--- config.mk ---
export PLATFORM = sky130hd
export DESIGN_NAME = async_rx_dbuf
export DESIGN_NICKNAME = d
export VERILOG_FILES = /design/src/rtl/rxa_pkg.sv /design/src/rtl/rxa_line_sync.sv /design/src/rtl/rxa_frame_fsm.sv /design/src/rtl/rxa_hold_buf.sv /design/src/rtl/rxa_break_det.sv /design/src/rtl/async_rx_dbuf.sv
export SDC_FILE = /design/constraint.sdc
export NUM_CORES = 1
export LEC_CHECK = 0
export BUFFER_PORTS_ARGS = -buffer_cell sky130_fd_sc_hd__buf_4
export CAP_MARGIN = 40
export CORE_MARGIN = 2
export CORE_UTILIZATION = 43
export DETAILED_ROUTE_END_ITERATION = 6
export GPL_TIMING_DRIVEN = 0
export MAX_ROUTING_LAYER = met4
export SYNTH_ARGS = -nofsm -noshare
export SYNTH_HDL_FRONTEND = slang
export SYNTH_HIERARCHICAL = 1
export SYNTH_SLANG_ARGS = --single-unit
--- constraint.sdc ---
create_clock -name clk -period 2.1 [get_ports clk]
set_input_delay 0.42 -clock clk [delete_from_list [all_inputs] [get_ports clk]]
set_output_delay 0.42 -clock clk [all_outputs]
set_load 0.05 [all_outputs]
--- src/rtl/rxa_pkg.sv ---
`timescale 1ns/1ps
package rxa_pkg;

    // Frame reception phases, in the order a character passes through them.
    typedef enum logic [2:0] {
        ST_IDLE,
        ST_START,
        ST_DATA,
        ST_PAR,
        ST_STOP1,
        ST_STOP2,
        ST_LOAD
    } rx_state_e;

endpackage

--- src/rtl/rxa_line_sync.sv ---
`timescale 1ns/1ps
module rxa_line_sync #(
    parameter int STAGES = 2
) (
    input  logic clk,
    input  logic rst_n,
    input  logic rxd,
    output logic line
);

    logic [STAGES-1:0] chain_q;

    generate
        for (genvar g = 0; g < STAGES; g++) begin : g_stage
            if (g == 0) begin : g_first
                always_ff @(posedge clk or negedge rst_n) begin
                    if (!rst_n) chain_q[g] <= 1'b1;
                    else        chain_q[g] <= rxd;
                end
            end else begin : g_next
                always_ff @(posedge clk or negedge rst_n) begin
                    if (!rst_n) chain_q[g] <= 1'b1;
                    else        chain_q[g] <= chain_q[g-1];
                end
            end
        end
    endgenerate

    assign line = chain_q[STAGES-1];

endmodule

--- src/rtl/rxa_frame_fsm.sv ---
`timescale 1ns/1ps
module rxa_frame_fsm
    import rxa_pkg::*;
#(
    parameter  int DATA_W = 8,
    parameter  int CNT_W  = 6,
    localparam int LEN_W  = $clog2(DATA_W)
) (
    input  logic              clk,
    input  logic              rst_n,
    input  logic              tick,
    input  logic              line,
    input  logic              rx_en,
    input  logic              is_x1,
    input  logic [CNT_W-1:0]  full_m1,
    input  logic [CNT_W-1:0]  half_m1,
    input  logic [LEN_W-1:0]  nbits_m1,
    input  logic              par_en,
    input  logic              par_odd,
    input  logic              stop_two,
    output logic              load,
    output logic [DATA_W-1:0] char_o,
    output logic              frame_err,
    output logic              par_err
);

    rx_state_e          state_q, state_d;
    logic [CNT_W-1:0]   cnt_q;
    logic [LEN_W-1:0]   idx_q;
    logic [DATA_W-1:0]  shreg_q;
    logic               prev_q;
    logic               xor_q;
    logic               pbit_q;
    logic               ferr_q;
    logic               cnt_zero;
    logic               last_bit;
    logic [CNT_W-1:0]   cnt_next;
    logic [LEN_W:0]     shamt;

    assign cnt_zero = (cnt_q == '0);
    assign last_bit = (idx_q == nbits_m1);
    assign cnt_next = cnt_zero ? full_m1 : cnt_q - CNT_W'(1);
    assign shamt    = (LEN_W+1)'(DATA_W - 1) - {1'b0, nbits_m1};

    // State register
    always_ff @(posedge clk or negedge rst_n) begin
        if (!rst_n) state_q <= ST_IDLE;
        else        state_q <= state_d;
    end

    // Next-state logic
    always_comb begin
        state_d = state_q;
        if (!rx_en) begin
            state_d = ST_IDLE;
        end else begin
            unique case (state_q)
                ST_IDLE:  if (tick && prev_q && !line)
                              state_d = is_x1 ? ST_DATA : ST_START;
                ST_START: if (tick && cnt_zero)
                              state_d = line ? ST_IDLE : ST_DATA;
                ST_DATA:  if (tick && cnt_zero && last_bit)
                              state_d = par_en ? ST_PAR : ST_STOP1;
                ST_PAR:   if (tick && cnt_zero)
                              state_d = ST_STOP1;
                ST_STOP1: if (tick && cnt_zero)
                              state_d = stop_two ? ST_STOP2 : ST_LOAD;
                ST_STOP2: if (tick && cnt_zero)
                              state_d = ST_LOAD;
                ST_LOAD:  state_d = ST_IDLE;
                default:  state_d = ST_IDLE;
            endcase
        end
    end

    // Bit timing and character assembly
    always_ff @(posedge clk or negedge rst_n) begin
        if (!rst_n) begin
            cnt_q   <= '0;
            idx_q   <= '0;
            shreg_q <= '0;
            prev_q  <= 1'b1;
            xor_q   <= 1'b0;
            pbit_q  <= 1'b0;
            ferr_q  <= 1'b0;
        end else begin
            if (tick) prev_q <= line;
            if (!rx_en) begin
                cnt_q <= '0;
                idx_q <= '0;
            end else if (tick) begin
                unique case (state_q)
                    ST_IDLE: begin
                        if (prev_q && !line) begin
                            cnt_q   <= is_x1 ? full_m1 : half_m1;
                            idx_q   <= '0;
                            shreg_q <= '0;
                            xor_q   <= 1'b0;
                            pbit_q  <= 1'b0;
                            ferr_q  <= 1'b0;
                        end
                    end
                    ST_START: cnt_q <= cnt_next;
                    ST_DATA: begin
                        cnt_q <= cnt_next;
                        if (cnt_zero) begin
                            shreg_q <= {line, shreg_q[DATA_W-1:1]};
                            xor_q   <= xor_q ^ line;
                            idx_q   <= idx_q + LEN_W'(1);
                        end
                    end
                    ST_PAR: begin
                        cnt_q <= cnt_next;
                        if (cnt_zero) pbit_q <= line;
                    end
                    ST_STOP1, ST_STOP2: begin
                        cnt_q <= cnt_next;
                        if (cnt_zero && !line) ferr_q <= 1'b1;
                    end
                    ST_LOAD: cnt_q <= '0;
                    default: cnt_q <= '0;
                endcase
            end
        end
    end

    // Outputs: transfer pulse and finished character
    always_ff @(posedge clk or negedge rst_n) begin
        if (!rst_n) begin
            load      <= 1'b0;
            char_o    <= '0;
            frame_err <= 1'b0;
            par_err   <= 1'b0;
        end else begin
            load <= (state_q == ST_LOAD) && rx_en;
            if ((state_q == ST_LOAD) && rx_en) begin
                char_o    <= shreg_q >> shamt;
                frame_err <= ferr_q;
                par_err   <= par_en && (pbit_q != (xor_q ^ par_odd));
            end
        end
    end

    // a disabled receiver sits in idle and never issues a transfer
    p_idle_when_off_r11: assert property (@(posedge clk) disable iff (!rst_n)
        !rx_en |=> (state_q == ST_IDLE));
    p_no_load_when_off_r11: assert property (@(posedge clk) disable iff (!rst_n)
        !rx_en |=> !load);
    // each completed frame yields a single transfer pulse
    p_load_single_r7: assert property (@(posedge clk) disable iff (!rst_n)
        load |=> !load);
    // a start that reads high at its confirmation point is abandoned
    p_start_reject_r2: assert property (@(posedge clk) disable iff (!rst_n)
        (rx_en && tick && cnt_zero && line && state_q == ST_START) |=> (state_q == ST_IDLE));

endmodule

--- src/rtl/rxa_hold_buf.sv ---
`timescale 1ns/1ps
module rxa_hold_buf #(
    parameter int DATA_W = 8
) (
    input  logic              clk,
    input  logic              rst_n,
    input  logic              load,
    input  logic [DATA_W-1:0] char_i,
    input  logic              frame_err_i,
    input  logic              par_err_i,
    input  logic              rd_ack,
    output logic [DATA_W-1:0] rx_data,
    output logic              rx_rdy,
    output logic              err_overrun,
    output logic              err_frame,
    output logic              err_parity
);

    always_ff @(posedge clk or negedge rst_n) begin
        if (!rst_n) begin
            rx_data     <= '0;
            rx_rdy      <= 1'b0;
            err_overrun <= 1'b0;
            err_frame   <= 1'b0;
            err_parity  <= 1'b0;
        end else if (load) begin
            rx_data     <= char_i;
            rx_rdy      <= 1'b1;
            err_overrun <= rx_rdy && !rd_ack;
            err_frame   <= frame_err_i;
            err_parity  <= par_err_i;
        end else if (rd_ack) begin
            rx_rdy <= 1'b0;
        end
    end

    p_rdy_after_load_r7: assert property (@(posedge clk) disable iff (!rst_n)
        load |=> rx_rdy);
    p_data_hold_r7: assert property (@(posedge clk) disable iff (!rst_n)
        !load |=> $stable(rx_data));
    p_ack_clears_r8: assert property (@(posedge clk) disable iff (!rst_n)
        (rd_ack && !load) |=> !rx_rdy);
    p_overrun_set_r9: assert property (@(posedge clk) disable iff (!rst_n)
        (load && rx_rdy && !rd_ack) |=> err_overrun);
    p_overrun_clr_r9: assert property (@(posedge clk) disable iff (!rst_n)
        (load && !rx_rdy) |=> !err_overrun);

endmodule

--- src/rtl/rxa_break_det.sv ---
`timescale 1ns/1ps
module rxa_break_det #(
    parameter int BRK_W = 11
) (
    input  logic             clk,
    input  logic             rst_n,
    input  logic             tick,
    input  logic             line,
    input  logic             rx_en,
    input  logic [BRK_W-1:0] limit,
    output logic             brk
);

    logic [BRK_W-1:0] low_cnt_q;

    always_ff @(posedge clk or negedge rst_n) begin
        if (!rst_n) begin
            low_cnt_q <= '0;
            brk       <= 1'b0;
        end else if (!rx_en || (tick && line)) begin
            low_cnt_q <= '0;
            brk       <= 1'b0;
        end else if (tick) begin
            if (low_cnt_q == limit) brk <= 1'b1;
            else                    low_cnt_q <= low_cnt_q + BRK_W'(1);
        end
    end

    p_brk_release_r10: assert property (@(posedge clk) disable iff (!rst_n)
        (tick && line) |=> !brk);
    p_brk_off_r11: assert property (@(posedge clk) disable iff (!rst_n)
        !rx_en |=> !brk);

endmodule

--- src/rtl/async_rx_dbuf.sv ---
`timescale 1ns/1ps
module async_rx_dbuf #(
    parameter int DATA_W      = 8,
    parameter int MID_FACTOR  = 16,
    parameter int HIGH_FACTOR = 64,
    parameter int SYNC_STAGES = 2
) (
    input  logic              clk,
    input  logic              rst_n,
    input  logic              smp_en,
    input  logic              rx_en,
    input  logic              rxd,
    input  logic [1:0]        rate_sel,
    input  logic [1:0]        char_len,
    input  logic              par_en,
    input  logic              par_odd,
    input  logic              stop_two,
    input  logic              rd_ack,
    output logic [DATA_W-1:0] rx_data,
    output logic              rx_rdy,
    output logic              err_overrun,
    output logic              err_frame,
    output logic              err_parity,
    output logic              brk_det
);

    localparam int CNT_W     = $clog2(HIGH_FACTOR);
    localparam int LEN_W     = $clog2(DATA_W);
    localparam int MAX_FRAME = DATA_W + 4;
    localparam int BRK_W     = $clog2(2 * MAX_FRAME * HIGH_FACTOR + 1);

    logic              line;
    logic              is_x1;
    logic [CNT_W-1:0]  full_m1;
    logic [CNT_W-1:0]  half_m1;
    logic [BRK_W-1:0]  brk_factor;
    logic [LEN_W-1:0]  nbits_m1;
    logic [3:0]        frame_bits;
    logic [BRK_W-1:0]  brk_ticks;
    logic [BRK_W-1:0]  brk_limit;
    logic              load;
    logic [DATA_W-1:0] char_w;
    logic              ferr_w;
    logic              perr_w;

    // Rate decode: sample pulses per bit and half-bit point
    always_comb begin
        unique case (rate_sel)
            2'b00: begin
                is_x1      = 1'b1;
                full_m1    = '0;
                half_m1    = '0;
                brk_factor = BRK_W'(1);
            end
            2'b01: begin
                is_x1      = 1'b0;
                full_m1    = CNT_W'(MID_FACTOR - 1);
                half_m1    = CNT_W'(MID_FACTOR / 2 - 1);
                brk_factor = BRK_W'(MID_FACTOR);
            end
            default: begin
                is_x1      = 1'b0;
                full_m1    = CNT_W'(HIGH_FACTOR - 1);
                half_m1    = CNT_W'(HIGH_FACTOR / 2 - 1);
                brk_factor = BRK_W'(HIGH_FACTOR);
            end
        endcase
    end

    assign nbits_m1   = LEN_W'(char_len) + LEN_W'(4);
    assign frame_bits = 4'd6 + {2'b00, char_len} + {3'b000, par_en} + (stop_two ? 4'd2 : 4'd1);
    assign brk_ticks  = BRK_W'(frame_bits) * brk_factor;
    assign brk_limit  = (brk_ticks << 1) - BRK_W'(1);

    rxa_line_sync #(.STAGES(SYNC_STAGES)) u_sync (
        .clk   (clk),
        .rst_n (rst_n),
        .rxd   (rxd),
        .line  (line)
    );

    rxa_frame_fsm #(.DATA_W(DATA_W), .CNT_W(CNT_W)) u_fsm (
        .clk       (clk),
        .rst_n     (rst_n),
        .tick      (smp_en),
        .line      (line),
        .rx_en     (rx_en),
        .is_x1     (is_x1),
        .full_m1   (full_m1),
        .half_m1   (half_m1),
        .nbits_m1  (nbits_m1),
        .par_en    (par_en),
        .par_odd   (par_odd),
        .stop_two  (stop_two),
        .load      (load),
        .char_o    (char_w),
        .frame_err (ferr_w),
        .par_err   (perr_w)
    );

    rxa_hold_buf #(.DATA_W(DATA_W)) u_hold (
        .clk         (clk),
        .rst_n       (rst_n),
        .load        (load),
        .char_i      (char_w),
        .frame_err_i (ferr_w),
        .par_err_i   (perr_w),
        .rd_ack      (rd_ack),
        .rx_data     (rx_data),
        .rx_rdy      (rx_rdy),
        .err_overrun (err_overrun),
        .err_frame   (err_frame),
        .err_parity  (err_parity)
    );

    rxa_break_det #(.BRK_W(BRK_W)) u_brk (
        .clk   (clk),
        .rst_n (rst_n),
        .tick  (smp_en),
        .line  (line),
        .rx_en (rx_en),
        .limit (brk_limit),
        .brk   (brk_det)
    );

endmodule

[Word-level counts from Yosys, hierarchy flattened]
Cells that the tools add are included.
Operators by class
  $add $sub $neg: 9
  multipliers: 1
  eq/ne operators: 25
  shift-type cells: 1
  muxes and demuxes: 46
  bitwise gates (word level): 2
  reductions and logical operators: 33
Operator list (number)
  2-to-1 mux 3 bit: 12
  2-to-1 mux 11 bit: 3
  2-to-1 mux 6 bit: 5
  inequality test 3 x 2 -> 1 bit, second input constant: 8
  case mux 6 bit (2 select lines): 2
  case mux 3 bit (6 select lines): 1
  2-to-1 mux 8 bit: 2
  case mux 8 bit (2 select lines): 1
  AND reduction 5 bit: 3
  case mux 7 bit (2 select lines): 1
  nonzero test 2 bit: 6
  adder 11 x 1 -> 11 bit, second input constant: 1
  == test 11 bit: 1
  multiplier 4 x 11 -> 10 bit: 1
  subtractor 11 x 1 -> 11 bit, second input constant: 1
  logical AND 1 bit: 10
  2-to-1 mux 1 bit: 10
  inequality test 2 x 1 -> 1 bit, second input constant: 5
  case mux 5 bit (2 select lines): 1
  == test 3 bit, second input constant: 3
  2-to-1 mux 2 bit: 4
  right shift 8 x 4 -> 8 bit: 1
  == test 3 x 2 -> 1 bit, second input constant: 2
  zero test 6 bit: 1
  other kinds (25): 32
Storage, ports and cells
  bits in registers: 61
  input port bits: 13
  word-level logic and storage cells: 138

[Depth between registers and ports, before layout]
Gate-level depths: netlist of the first run.
  depth after elaboration: 9
  depth in mapped cells: 20

[Modules after synthesis]
Netlist of the first run, hierarchy kept.
By module, submodules not included
  rxa_frame_fsm: times used 1, cells each 236, area an instance 2299.7 sq um, seq. area each 877.1 sq um
  rxa_break_det: times used 1, cells each 90, area an instance 840.8 sq um, seq. area each 300.3 sq um
  rxa_hold_buf: times used 1, cells each 27, area an instance 481.7 sq um, seq. area each 300.3 sq um
  async_rx_dbuf: times used 1, cells each 55, area an instance 400.4 sq um, seq. area each 0.0 sq um
  rxa_line_sync: times used 1, cells each 2, area an instance 52.6 sq um, seq. area each 52.6 sq um

[Worst setup path after synthesis of the first run]
OpenSTA, ideal clock, no wires.
  path kind: input port to flip-flop
  start point: input port char_len[0]
  end point: register u_brk.low_cnt_q[1]
  setup time: 0.116 ns
  arrival time: 3.664 ns
  slack: -1.679 ns
  stages on the path: 15
  path through: fa_1 > ha_1 > and2_1 > ha_1 > ha_1 > or3_4 > nor2b_2 > xor2_1 > xnor2_1 > nand4_2 > nor4_4 > buf_6 > buf_4 > nand4b_1 > o311ai_0
Between the ends
  cells in the longest elaborated chain, start to end: 8
Ends and longest elaborated chain
  start, declared: RTL line async_rx_dbuf.sv:14  | input logic [1:0] char_len,
  adder 3 x 2 -> 4 bit: RTL line async_rx_dbuf.sv:71  | assign frame_bits = 4'd6 + {2'b00, char_len} + {3'b000, par_en} + (stop_two ? 4'd2 : 4'd1);
  adder 4 x 1 -> 4 bit: RTL line async_rx_dbuf.sv:71
  adder 4 x 2 -> 4 bit: RTL line async_rx_dbuf.sv:71
  multiplier 4 x 11 -> 10 bit: RTL line async_rx_dbuf.sv:72  | assign brk_ticks = BRK_W'(frame_bits) * brk_factor;
  subtractor 11 x 1 -> 11 bit: RTL line async_rx_dbuf.sv:73  | assign brk_limit = (brk_ticks << 1) - BRK_W'(1);
  via brk_limit[9]: RTL line async_rx_dbuf.sv:40  | logic [BRK_W-1:0] brk_limit;
  == test 11 bit: RTL line rxa_break_det.sv:24  | if (low_cnt_q == limit) brk <= 1'b1;
  inequality test 2 x 1 -> 1 bit (no line)
  AND reduction 2 bit (no line)
  end signal, assigned: RTL line rxa_break_det.sv:25  | else low_cnt_q <= low_cnt_q + BRK_W'(1);
  end, declared: RTL line rxa_break_det.sv:14  | logic [BRK_W-1:0] low_cnt_q;
The timed path passes the listed nets, and every way through them passes these cells.
A chain may end at the register's enable or synchronous reset.

[Final worst setup path of the first run]
  start point: input port char_len[0]
  end point: register u_brk.low_cnt_q[3]
Same word-level chain as after synthesis.

==> results of run 1 <==
[sequential cells by signal, indices dropped and copies added, names as in the netlist, 3 cells and up]
register and count:
u_fsm/idx_q 3, u_brk/low_cnt_q 11, u_fsm/shreg_q 8, u_fsm/cnt_q 6, u_hold/rx_data 8, u_fsm/state_q 3, u_fsm/char_o 8
[Yosys cell counts, drive strengths merged (3+ instances only)]
library cell	n
xor2	6
a21oi	13
nand2	42
o21ai	14
nor3	9
nand3	20
and3	8
a211o	3
nand4	7
or4	6
or2b	3
nor2	13
dfstp	3
mux2i	18
clkbuf	14
nand3b	4
buf	7
nor2b	12
nand2b	6
o31ai	9
dfrtp	58
mux2	22
o211ai	5
inv	19
a31oi	6
ha	13
and2	3
or3	7
xnor2	20
[worst max-delay path, stage by stage]
cell	delay, ps
buf_8	100
fa_2	400
ha_4	270
and2_4	170
ha_4	270
ha_4	190
or3_4	400
nor2b_4	120
xor2_1	170
xnor2_1	100
nand4_2	120
nor4_4	50
buf_4	150
or4_1	460
a31oi_1	180
[area by class of cell]
cell class | instances | area (um2) | area share, %
Multi-Input combinational cell | 310 | 2510 | 50.7
Sequential cell | 61 | 1530 | 30.9
Timing Repair Buffer | 35 | 305 | 6.16
Buffer | 21 | 168 | 3.39
Tap cell | 111 | 139 | 2.80
Clock buffer | 9 | 124 | 2.50
Clock inverter | 7 | 97.6 | 1.97
Inverter | 19 | 76.3 | 1.54
[logic make-up after synthesis]
family	Yosys count	share of synthesized area, %
other	2	0.184
xor gates and xnor gates	26	5.59
adders and majority gates	14	4.48
muxes	42	12.3
and+or+nand+nor	152	21.4
buffers and inverters	40	5.65
AOI/OAI and AO/OA	73	12.8
DFF	61	37.5
[path summary, 6_finish.rpt]
check,to,from,slack [ps],depth (start not counted)
max in group asynchronous,u_fsm/shreg_q[4],rst_n,1410,1
min in group clk,u_sync/chain_q[0],rxd,180,1
worst min-delay path,u_brk/low_cnt_q[8],rst_n,140,1
worst max register to register,u_fsm/shreg_q[4],u_fsm/cnt_q[0],150,6
worst max-delay path,u_brk/low_cnt_q[3],char_len[0],-1190,15
worst min register to register,u_sync/line,u_sync/chain_q[0],360,0
[through the flow]
stage               instances  hold WS, ps  total power [mW]  setup TNS, ps  util, %
finish                    573          138              3.10         -13630     53.9
detailed placement        546          347              1.88         -21520     48.6
floorplan                 411          124              1.73         -15810        -
global placement          546          351              1.87         -20830     48.6
global route              573          165              3.27         -15170     53.9
CTS                       571          164              3.12         -14540     52.7
[timing repair]
item,4_1_cts,5_1_grt
setup buffers,8,2
gates resized for setup,19,19
setup endpoints to repair,20,22
cloned,1,0
pin swaps,20,8
hold buffers,0,0
[per-layer routing]
layer  global-route usage (%)  vias up
met2                     30.0       73
met4                     7.48        0
met1                     26.6     1559
met5                        -        -
li1                         -     1576
met3                     3.93       15
[power breakdown]
part	leakage (nW)	total [mW]	internal, mW	switching [mW]
registers	0.837	1.24	1.21	0.0382
clock network	0.106	1.18	0.671	0.513
logic	1.23	0.674	0.310	0.364
==> results.md, run 1 <==
- Status: finished with violations
- Violated checks: setup timing
- Maximum number of pins on one net before global-route repair: 62
- Commonest non-fill, non-tap cells in the layout: dfrtp_1, nand2_1, buf_4
- Vertical die dimension: 101 um
- Routed wl met3: 292 um
- Count of flip-flops with a built-in enable after synthesis: 0
- Area growth from synthesis to layout: 21.5%
- Number of inserted filler cells in the final layout: 830
- Total setup violations reported at the end of the flow: 12
- GRT Util Overall: 19.9%
- Met1 Wirelength: 4.51 mm
- Yosys reg bits: 61
- Power density relative to cell area: 626 nW/um2
- Max Used Layer: met4
- Starting density of the core: 44.3%
- CTS HTree Levels: 3
- Number of design rule violations left after detail routing: 0
- Post-synth top area cell: dfrtp_1
- Mean post-synth cell area: 9.94 um2
- Initial antenna violation count: 0
- Wirelength, routed: 9.10 mm
- IO buf count: 24
- ANT nets after route: 0
- Clock-pin slew on the worst setup and hold paths: 80 ps
- Dpl ws: -1800 ps
- Worst Max-Slew Pin Slew: 806 ps
- Worst max-slew margin expressed relative to the limit: 46.2%
- Classification of the worst-slack hold path: in -> async
- Layout cell share with drive strength beyond 1: 30.1%
- Number of iterations in the first detailed-routing pass: 4
- Number of global-route vias before repair: 3236
- Wire length of the first global-routing pass: 15.5 mm
- Layout Nets: 484
- Critical path endpoint category: register
- Met2 routed WL: 4.12 mm
- Number of distinct library cells after synthesis: 76
- Number of buffers between clock root and the deepest sink: 2
- Num rows: 35
- RSZ-0062 raised after global routing: true
- Die width: 101 um
- Gp weighted congestion: 0.880
- Post-DP Area: 4470 um2
- Seq/Total Area, Yosys: 37.5%
- Most area-consuming cells after synthesis: dfrtp_1, mux2i_1, xnor2_1, ha_1, nand2_1
- Initial DRC count: 154
- Worst Path Arrival: 3550 ps
- Data required, critical path: 2360 ps
- Final critical delay including setup and external delays: 3290 ps
- Synth Warn #: 6
- Overall via count from detail_route: 3223
- Synth Flop Type: dfrtp_1
- DP HPWL: 6.32 mm
- Core Box Area: 9200 um2
- Layout Cell Area excl Fill: 4950 um2
- Antenna Diode Count: 0
- Largest clock skew in the final design: 11.1 ps
- Max-capacitance violation count: 0
- Most frequent standard cell in the layout excluding fill and tap cells: dfrtp_1
- Max Transition Viols Final: 0
- Leakage component of the power: 2.18 nW
- Critical path start-end classification: in -> reg
- Overall die area: 10300 um2
- Mapped Cells: 410
- I/O pin count: 26
- Root Driver: clkbuf_8
- Maximum net fanout on the critical path: 6
- Fraction of post-synthesis cell area in the top cell type by area: 35.6%
- Source-to-sink clock delay at the later pin of the worst-skew pair: 350 ps
- Async set-or-reset flop fraction in the synthesized netlist: 100%
- Clock sinks: 61
- Number of buffers added by the clock tree synthesis step: 9
- Highest achievable clock rate: 304 MHz
- Part of the cycle the worst path needs: 157%
- Netlist area before placement: 4080 um2
- Max rail drop VDD: 0.267 mV
- GRT Residual Overflow: 0
- Via-per-instance ratio: 5.62
- Startpoint class of the critical path: primary input
- Routed length per instance: 15.9 um
- CTS tree: built
- Final Hold Vio Count: 0
- Min setup slack post-route: -1190 ps
Power figures use the tool's default switching activity.
==> run 2: changes to the inputs <==
--- a/config.mk
+++ b/config.mk
@@ -12,6 +12,7 @@
 export DETAILED_ROUTE_END_ITERATION = 6
 export GPL_TIMING_DRIVEN = 0
 export MAX_ROUTING_LAYER = met4
+export RECOVER_POWER = 100
 export SYNTH_ARGS = -nofsm -noshare
 export SYNTH_HDL_FRONTEND = slang
 export SYNTH_HIERARCHICAL = 1
==> constraint.sdc (replaced) <==
create_clock -name clk -period 4.3 [get_ports clk]
set_input_delay 0.86 -clock clk [delete_from_list [all_inputs] [get_ports clk]]
set_output_delay 0.86 -clock clk [all_outputs]
set_load 0.05 [all_outputs]
==> results.md, run 2 (synthesis results as in run 1) <==
- Status: finished with violations
- Violated checks: capacitance limit, slew limit
- Maximum net fanout on the critical path: 6
- RR Endpoint: u_fsm/shreg_q[2]
- Worst Path Buf+Inv: 4
- Gate family responsible for the most delay along the worst path: adder cells
- Hold-critical path depth: 0
- I/O pin count: 26
- Switching power: 0.431 mW
- Number of global-route vias before repair: 3135
- Number of design rule violations left after detail routing: 0
- Register bank with the most flops: u_brk/low_cnt_q
- Wirelength, routed: 8.92 mm
- Cell-by-cell listing of the critical path: buf_4 > fa_2 > ha_4 > inv_1 > ha_4 > nor2_1 > ha_1 > ha_1 > or3_4 > nor2b_2 > xor2_1 > xnor2_1 > nand4_2 > nor4_4 > buf_6 > buf_4 > or4_1 > a21oi_2
- Max Transition Viols Final: 62
- Total setup violations reported at the end of the flow: 0
- Worst Max-Slew Pin Slew: 3290 ps
- IO buf count: 24
- Worst R2R Setup Slack: 1520 ps
- Combinational share of power: 20.4%
- Final critical delay including setup and external delays: 4120 ps
- CTS HTree Levels: 3
- Max rail drop VDD: 0.163 mV
- Internal power summed over all cells: 0.985 mW
- Area growth from synthesis to layout: 11.1%
- Initial antenna violation count: 0
- Power density relative to cell area: 313 nW/um2
- Critical path start-end classification: in -> reg
- Final total negative setup slack: 0 ps
- Worst max-slew margin expressed relative to the limit: -119%
- Sequential share of power: 42.9%
- Most frequent standard cell in the layout excluding fill and tap cells: dfrtp_1
- ANT nets after route: 0
- Classification of the worst-slack hold path: reg -> reg
- Final core area utilization: 49.3%
- Final Hold Vio Count: 0
- Number of hold buffers added after cts: 0
- Num rows: 35
- RSZ-0062 raised after global routing: false
- Via-per-instance ratio: 5.64
- Number of iterations in the first detailed-routing pass: 4
- Switching share of total power: 30.4%
- Overall via count from detail_route: 3182
- Starting density of the core: 44.3%
- Clock-pin slew on the worst setup and hold paths: 70 ps
- DP HPWL: 6.33 mm
- Initial DRC count: 125
- Die width: 101 um
- Overall die area: 10300 um2
- Worst Path Arrival: 4380 ps
- Core Box Area: 9200 um2
- Share of total power in the clock network: 36.7%
- Startpoint class of the critical path: primary input
- GRT Util Overall: 19.1%
- Commonest non-fill, non-tap cells in the layout: dfrtp_1, nand2_1, clkbuf_1
- Part of the cycle the worst path needs: 95.8%
- FF-to-FF path depth: 6
- Layout cell share with drive strength beyond 1: 16.6%
- Worst Hold Endpoint: u_sync/line
- Highest achievable clock rate: 243 MHz
- CTS tree: built
- Number of inserted filler cells in the final layout: 898
- Slowest CP cell: or4_1
- Largest incremental delay on the critical path: 520 ps
- Wire length of the first global-routing pass: 15.3 mm
- Largest clock skew in the final design: 7.55 ps
- GRT Residual Overflow: 0
- Critical hold path startpoint: u_sync/chain_q[0]
- Data required, critical path: 4560 ps
- Root Driver: clkbuf_8
- Critical R2R Launch: u_fsm/cnt_q[0]
- Clock sinks: 61
- Number of buffers between clock root and the deepest sink: 2
- Layout Nets: 475
- Gp weighted congestion: 0.850
- Leakage component of the power: 2.00 nW
- Maximum number of pins on one net before global-route repair: 62
- Source-to-sink clock delay at the later pin of the worst-skew pair: 340 ps
- Vertical die dimension: 101 um
- Critical path endpoint category: register
- Max-capacitance violation count: 1
- Antenna Diode Count: 0
- Number of buffers added by the clock tree synthesis step: 9
- Routed length per instance: 15.8 um
- Flip-flop count of the largest register after layout: 11
run 2: cell types whose count changed in the layout (fill, tap and decap cells not counted), sizes merged:
cell and change:
bufinv -1, inv +1, clkinv +1, buf -28
clkbuf +19, clkinvlp -1
run 2: what timing repair did:
| action | CTS | global route |
|---|---|---|
| setup endpoints to repair | 8 | 10 |
| gates cloned | 0 | 0 |
| buffers inserted | 0 | 2 |
| pin swaps | 1 | 1 |
| gates resized for setup | 0 | 8 |
run 2: metrics by stage:
| stage | total power, mW | worst slack [ps] | hold WS (ps) | area, um2 | std cells |
|---|---|---|---|---|---|
| 6_report | 1.42 | 180 | 365 | 4530 | 564 |
| 5_1_grt | 1.49 | 1.46 | 372 | 4530 | 564 |
| 4_1_cts | 1.43 | 31.0 | 365 | 4600 | 562 |
| 3_5_place_dp | 0.900 | -394 | 348 | 4400 | 546 |
| 3_3_place_gp | 0.896 | -389 | 351 | 4400 | 546 |
| 2_1_floorplan | 0.830 | 80.8 | 345 | 4080 | 411 |
run 2: final cells by class:
type                    count  area [um2]  share of cell area, %
clock buffers               9         124                   2.73
inverters                  19        71.3                   1.57
well taps                 111         139                   3.07
repair buffers             26         139                   3.07
flip-flops and latches     61        1530                   33.8
multi-input cells         310        2310                   51.1
plain buffers              21         138                   3.04
clock inverters             7        73.8                   1.63
run 2: power groups by stage:
stage          clock (mW)  sequential [mW]  combinational, mW
6_report            0.520            0.607              0.289
5_1_grt             0.558            0.610              0.324
4_1_cts             0.536            0.606              0.285
3_5_place_dp            0            0.617              0.283
3_3_place_gp            0            0.617              0.279
2_1_floorplan           0            0.612              0.217
run 2: worst max-delay path by stage:
stage / from / to / cells past startpoint
after floorplan: char_len[0] / u_brk/low_cnt_q[1] / 15
after global placement: char_len[0] / u_brk/low_cnt_q[1] / 16
after detailed placement: char_len[0] / u_brk/low_cnt_q[1] / 16
after CTS: char_len[0] / u_brk/low_cnt_q[1] / 16
after global routing: stop_two / u_brk/low_cnt_q[10] / 20
final: char_len[0] / u_brk/low_cnt_q[10] / 18
run 2: layer usage:
layer,track usage (%),wire (um),vias up
met2,28.7,4110,76
met5,-,0,-
met3,2.97,367,16
met1,26.0,4300,1522
li1,-,-,1568
met4,7.59,136,0
